--- src/rtl/pwr_seq_pkg.sv ---
package pwr_seq_pkg;

  typedef enum logic [1:0] {
    WAIT_POR  = 2'd0,
    SS24_RAMP = 2'd1,
    SS13_RAMP = 2'd2,
    ALL_GOOD  = 2'd3
  } seqState_t;

  // strobes from control to the flag datapath, valid for one cycle
  typedef struct packed {
    logic clearAll;     // restart: drop every release and flag
    logic openGroupA;   // release rails 2/4
    logic openGroupB;   // release rails 1/3
    logic raiseGood;    // all rails good, ramps finished
    logic dropGood;     // a rail left its good window
    logic pulseWindow;  // rail-1 pulses are meaningful now
  } seqStrobes_t;

endpackage

--- src/rtl/pwr_seq_ctrl.sv ---
module pwr_seq_ctrl
  import pwr_seq_pkg::*;
#(
  parameter int NUM_RAILS = 4,
  parameter int RAIL2_IDX = 1
) (
  input  logic                 clk,
  input  logic                 rstN,
  input  logic                 restart,
  input  logic                 porDone,
  input  logic [NUM_RAILS-1:0] railGood,
  input  logic                 ss24Done,
  input  logic                 ss13Done,
  output seqState_t            state,
  output seqStrobes_t          strb
);

  seqState_t nextState;
  logic      everyRailGood;
  logic      rampsFinished;

  assign everyRailGood = &railGood;
  assign rampsFinished = ss24Done & ss13Done;

  always_comb begin
    nextState = state;
    strb      = '0;
    if (restart) begin
      strb.clearAll = 1'b1;
      nextState     = WAIT_POR;
    end else begin
      unique case (state)
        WAIT_POR: begin
          if (porDone) begin
            strb.openGroupA = 1'b1;
            nextState       = SS24_RAMP;
          end
        end
        SS24_RAMP: begin
          if (railGood[RAIL2_IDX]) begin
            strb.openGroupB = 1'b1;
            nextState       = SS13_RAMP;
          end
        end
        SS13_RAMP: begin
          strb.pulseWindow = 1'b1;
          if (everyRailGood && rampsFinished) begin
            strb.raiseGood = 1'b1;
            nextState      = ALL_GOOD;
          end
        end
        ALL_GOOD: begin
          strb.pulseWindow = 1'b1;
          if (!everyRailGood) begin
            strb.dropGood = 1'b1;
            nextState     = SS13_RAMP;
          end
        end
        default: nextState = WAIT_POR;
      endcase
    end
  end

  always_ff @(posedge clk or negedge rstN) begin
    if (!rstN) state <= WAIT_POR;
    else       state <= nextState;
  end

endmodule

--- src/rtl/pwr_seq_flags.sv ---
module pwr_seq_flags
  import pwr_seq_pkg::*;
(
  input  logic        clk,
  input  logic        rstN,
  input  seqStrobes_t strb,
  input  logic        pwmPulse1,
  input  logic        rail2AboveMin,
  output logic        rail4DriveEn,
  output logic        ss24Release,
  output logic        ss13Release,
  output logic        termGood,
  output logic        powerGood
);

  logic firstPulseSeen;
  logic pulseCounts;

  assign pulseCounts = strb.pulseWindow & pwmPulse1 & ~firstPulseSeen;

  // linear rail-4 drive does not wait for power-on reset
  always_ff @(posedge clk or negedge rstN) begin
    if (!rstN) rail4DriveEn <= 1'b0;
    else       rail4DriveEn <= 1'b1;
  end

  always_ff @(posedge clk or negedge rstN) begin
    if (!rstN) begin
      ss24Release <= 1'b0;
      ss13Release <= 1'b0;
    end else if (strb.clearAll) begin
      ss24Release <= 1'b0;
      ss13Release <= 1'b0;
    end else begin
      if (strb.openGroupA) ss24Release <= 1'b1;
      if (strb.openGroupB) ss13Release <= 1'b1;
    end
  end

  // only the first counted pulse decides the termination flag
  always_ff @(posedge clk or negedge rstN) begin
    if (!rstN) begin
      firstPulseSeen <= 1'b0;
      termGood       <= 1'b0;
    end else if (strb.clearAll) begin
      firstPulseSeen <= 1'b0;
      termGood       <= 1'b0;
    end else if (pulseCounts) begin
      firstPulseSeen <= 1'b1;
      termGood       <= rail2AboveMin;
    end
  end

  always_ff @(posedge clk or negedge rstN) begin
    if (!rstN)                               powerGood <= 1'b0;
    else if (strb.clearAll || strb.dropGood) powerGood <= 1'b0;
    else if (strb.raiseGood)                 powerGood <= 1'b1;
  end

endmodule

--- src/rtl/pwr_seq.sv ---
module pwr_seq
  import pwr_seq_pkg::*;
#(
  parameter int NUM_RAILS = 4,
  parameter int RAIL2_IDX = 1
) (
  input  logic                 clk,
  input  logic                 rstN,
  input  logic                 restart,
  input  logic                 porDone,
  input  logic [NUM_RAILS-1:0] railGood,
  input  logic                 ss24Done,
  input  logic                 ss13Done,
  input  logic                 pwmPulse1,
  input  logic                 rail2AboveMin,
  output logic                 rail4DriveEn,
  output logic                 ss24Release,
  output logic                 ss13Release,
  output logic                 termGood,
  output logic                 powerGood
);

  seqState_t   state;
  seqStrobes_t strb;

  pwr_seq_ctrl #(
    .NUM_RAILS(NUM_RAILS),
    .RAIL2_IDX(RAIL2_IDX)
  ) u_ctrl (
    .clk      (clk),
    .rstN     (rstN),
    .restart  (restart),
    .porDone  (porDone),
    .railGood (railGood),
    .ss24Done (ss24Done),
    .ss13Done (ss13Done),
    .state    (state),
    .strb     (strb)
  );

  pwr_seq_flags u_flags (
    .clk           (clk),
    .rstN          (rstN),
    .strb          (strb),
    .pwmPulse1     (pwmPulse1),
    .rail2AboveMin (rail2AboveMin),
    .rail4DriveEn  (rail4DriveEn),
    .ss24Release   (ss24Release),
    .ss13Release   (ss13Release),
    .termGood      (termGood),
    .powerGood     (powerGood)
  );

endmodule

--- config.mk ---
export PLATFORM = sky130hd
export DESIGN_NAME = pwr_seq
export DESIGN_NICKNAME = d
export VERILOG_FILES = /design/src/rtl/pwr_seq_pkg.sv /design/src/rtl/pwr_seq_ctrl.sv /design/src/rtl/pwr_seq_flags.sv /design/src/rtl/pwr_seq.sv
export SDC_FILE = /design/constraint.sdc
export NUM_CORES = 1
export LEC_CHECK = 0
export BUFFER_PORTS_ARGS = -buffer_cell sky130_fd_sc_hd__buf_2
export CAP_MARGIN = 15
export CORE_AREA = 2 2 39 41
export DETAILED_ROUTE_END_ITERATION = 10
export DIE_AREA = 0 0 41 43
export PLACE_DENSITY = 0.64
export RECOVER_POWER = 100
export SYNTH_ARGS = -nofsm -noshare
export SYNTH_HDL_FRONTEND = slang
export SYNTH_HIERARCHICAL = 1
export SYNTH_SLANG_ARGS = --single-unit
--- constraint.sdc ---
create_clock -name clk -period 1.8 [get_ports clk]
set_input_delay 0 -clock clk [delete_from_list [all_inputs] [get_ports clk]]
set_output_delay 0 -clock clk [all_outputs]
set_load 0.01 [all_outputs]
==> flow_metrics.py <==
metrics = {
    "outcome": {
        "status": "completed",
    },
    "placement": {
        "gp_congestion": 0.6256,
        "portBuffers": 16,
        "dp_slack_ns": 0.7260,
    },
    "cts": {
        "cts-root-buf": "clkbuf_4",
        "cts_tree": "done",
        "cts.clk_slew.worst_paths_ns": 0.05,
        "cts_htree_levels": 1,
        "post_cts_resized": 0,
        "cts.sinks": 8,
        "cts-hold-fix-buffers": 1,
        "post_cts_buffers": 0,
        "cts_buffer_depth": 2,
        "clock_latency_ns": 0.25,
        "numCtsBuffers": 3,
    },
    "logic_synthesis": {
        "yosysSeqAreaShare": 0.5263,
        "postSynthAreaPerCell_um2": 10.28,
        "netlist-cell-type-count": 19,
        "ys_warn_count": 6,
        "syn_area_um2": 380.4,
        "syn_nets": 49,
        "ys_ff_latch": 8,
        "syn_inst": 37,
    },
    "power_and_ir_drop": {
        "power_density_nw_per_um2": 776.6,
        "leakage_uw": 0.0002265,
        "ir_worst_vdd_v": 0.0004171,
    },
    "floorplan": {
        "row_count": 14,
        "die_y_um": 43,
        "initial_utilization": 0.2749,
        "die_area_um2": 1763,
        "ios": 17,
        "coreArea_um2": 1384,
        "die_w_um": 41,
    },
    "final_layout": {
        "regArea_um2": 200.2,
        "final_layout_size_suffix_gt1_frac": 0.2679,
        "fillers": 147,
        "fin_util": 0.3508,
        "nNetsFinal": 70,
        "area_growth_pct": 27.63,
        "antennaDiodeCount": 0,
        "multi_input_area_um2": 160.2,
    },
    "worst_setup_path": {
        "startpoint": "u_ctrl/state[1]",
        "crit-reg2reg-capture": "u_flags/powerGood",
        "required_ns": 1.97,
        "cp-endpoint": "u_flags/powerGood",
        "r2r_start": "u_ctrl/state[1]",
        "crit_type": "reg2reg",
        "worstPathMaxFanout": 6,
        "worstSetupEndpointType": "flip-flop",
        "r2r_setup_slack_ns": 0.57,
        "ff2ff_path_depth": 5,
        "start_kind": "flip-flop",
        "critPathArrivalTime_ns": 1.40,
    },
    "routing": {
        "drt_iter0_drc": 4,
        "routed_wirelength_um": 736,
        "drt_pass1_iterations": 4,
        "vias_per_cell": 4.431,
        "wl_per_cell_um": 10.22,
        "ant_nets": 0,
        "vias": 319,
        "drc_errors": 0,
    },
    "timing": {
        "fin_setup_tns_ns": 0,
        "setup_viol": 0,
        "layout_worst_path_cycle_share": 0.6854,
        "rsz0062_at_grt": "no",
        "skew_ns": 0.006443,
        "slew_viol_final": 0,
        "finalHoldViolCount": 0,
        "finalWorstSetupSlack_ns": 0.5663,
        "min_period_ns": 1.234,
        "fmax_ghz": 0.8106,
    },
    "grt": {
        "grt-ovfl-total": 0,
        "grt_pass1_wl_mm": 1.200,
        "grt_max_degree": 12,
        "grt_use_total": 0.1055,
        "grt_pass1_vias": 315,
        "antenna_found_initial": 0,
    },
    "flow_run": {
        "maxCapViolations": 0,
    },
    "min_path": {
        "hold_class": "in2reg",
    },
}
-- how the worst min path moves through the flow --
| stage | cells after the start | slack [ns] | from | to |
|---|---|---|---|---|
| 4_1_cts | 3 | 0.009 | rail2AboveMin | u_flags/termGood |
| 3_3_place_gp | 1 | -0.15 | rstN | u_flags/rail4DriveEn |
| 3_5_place_dp | 1 | -0.15 | rstN | u_flags/rail4DriveEn |
| 2_1_floorplan | 0 | -0.30 | rstN | u_ctrl/state[0] |
| 5_1_grt | 3 | 0.02 | pwmPulse1 | u_flags/firstPulseSeen |
| 6_report | 3 | 0.01 | rail2AboveMin | u_flags/termGood |
-- final cells by class --
| type | count | share of cell area |
|---|---|---|
| timing repair buffer | 17 | 0.1701 |
| sequential | 8 | 0.4124 |
| multi-input combinational | 28 | 0.3299 |
| tap | 16 | 0.04124 |
| clock buffer | 3 | 0.04639 |
-- per-layer routing --
metal | wire length, um | global-route usage | up-vias | share of wire
met1 | 350 | 0.1229 | 145 | 0.48
met5 | 0 | 0 | - | 0
met2 | 337 | 0.1438 | 9 | 0.46
li1 | - | - | 165 | -
met3 | 48 | 0.04712 | 0 | 0.065
met4 | 0 | 0.08000 | 0 | 0
-- placed cells by master (no fill, tap or decap), types with 2 or more instances in the layout --
master,netlist,final
nor2_1,7,7
clkbuf_4,0,3
nor3_1,3,4
dfrtp_1,8,8
nor2b_1,1,2
buf_2,0,10
a21oi_1,3,3
clkbuf_1,0,6
nand2b_1,2,2
-- sequential cells by signal, summed over array words and instances (netlist names) --
register	flops
u_flags/ss24Release	1
u_flags/ss13Release	1
u_flags/firstPulseSeen	1
u_ctrl/state	2
u_flags/powerGood	1
u_flags/rail4DriveEn	1
u_flags/termGood	1
-- per-stage QoR --
step / hold WS, ns / power (uW) / instances / instance area [um2]
2_1_floorplan: -0.2956 / 224.4 / 37 / 380.4
3_3_place_gp: -0.1512 / 250.5 / 68 / 473.0
3_5_place_dp: -0.1518 / 251.3 / 68 / 473.0
4_1_cts: 0.008837 / 390.2 / 72 / 505.5
5_1_grt: 0.02388 / 407.0 / 72 / 485.5
6_report: 0.01375 / 377.0 / 72 / 485.5
-- cell usage after synthesis --
cell | number | share of area
nand2b_1 | 2 | 0.033
a311oi_1 | 1 | 0.023
nand3_2 | 1 | 0.026
a21oi_1 | 3 | 0.039
nor2b_1 | 1 | 0.016
nand3b_1 | 1 | 0.020
nor2_1 | 7 | 0.069
nor3b_1 | 1 | 0.020
nand2_1 | 1 | 0.0099
dfrtp_1 | 8 | 0.53
mux2i_1 | 1 | 0.026
nor3_1 | 3 | 0.039
nand4_1 | 1 | 0.016
conb_1 | 1 | 0.0099
nor3_2 | 1 | 0.026
nor2b_4 | 1 | 0.036
and3_2 | 1 | 0.020
buf_4 | 1 | 0.020
and4_1 | 1 | 0.023
-- critical path, cell delays in order (launching register included) --
cell	delay [ns]
dfrtp_1	0.41
nor2b_1	0.30
nand3_2	0.10
nor3_1	0.14
nor2_1	0.07
nor3_1	0.13
-- kinds of logic after synthesis --
| logic type | after synthesis | synth area share |
|---|---|---|
| other cells | 1 | 0.009859 |
| compound gates | 4 | 0.06249 |
| flops | 8 | 0.5263 |
| simple gates | 22 | 0.3553 |
| buf+inv | 1 | 0.01974 |
| mux | 1 | 0.02632 |
-- report_power, final --
group          switching (uW)  total (uW)  internal, uW
clock                    55.3         131          75.9
combinational            25.9        48.5          22.5
sequential               8.22         197           189
total                    89.5         377           288
Note: power is estimated with default switching activity, not from simulation.
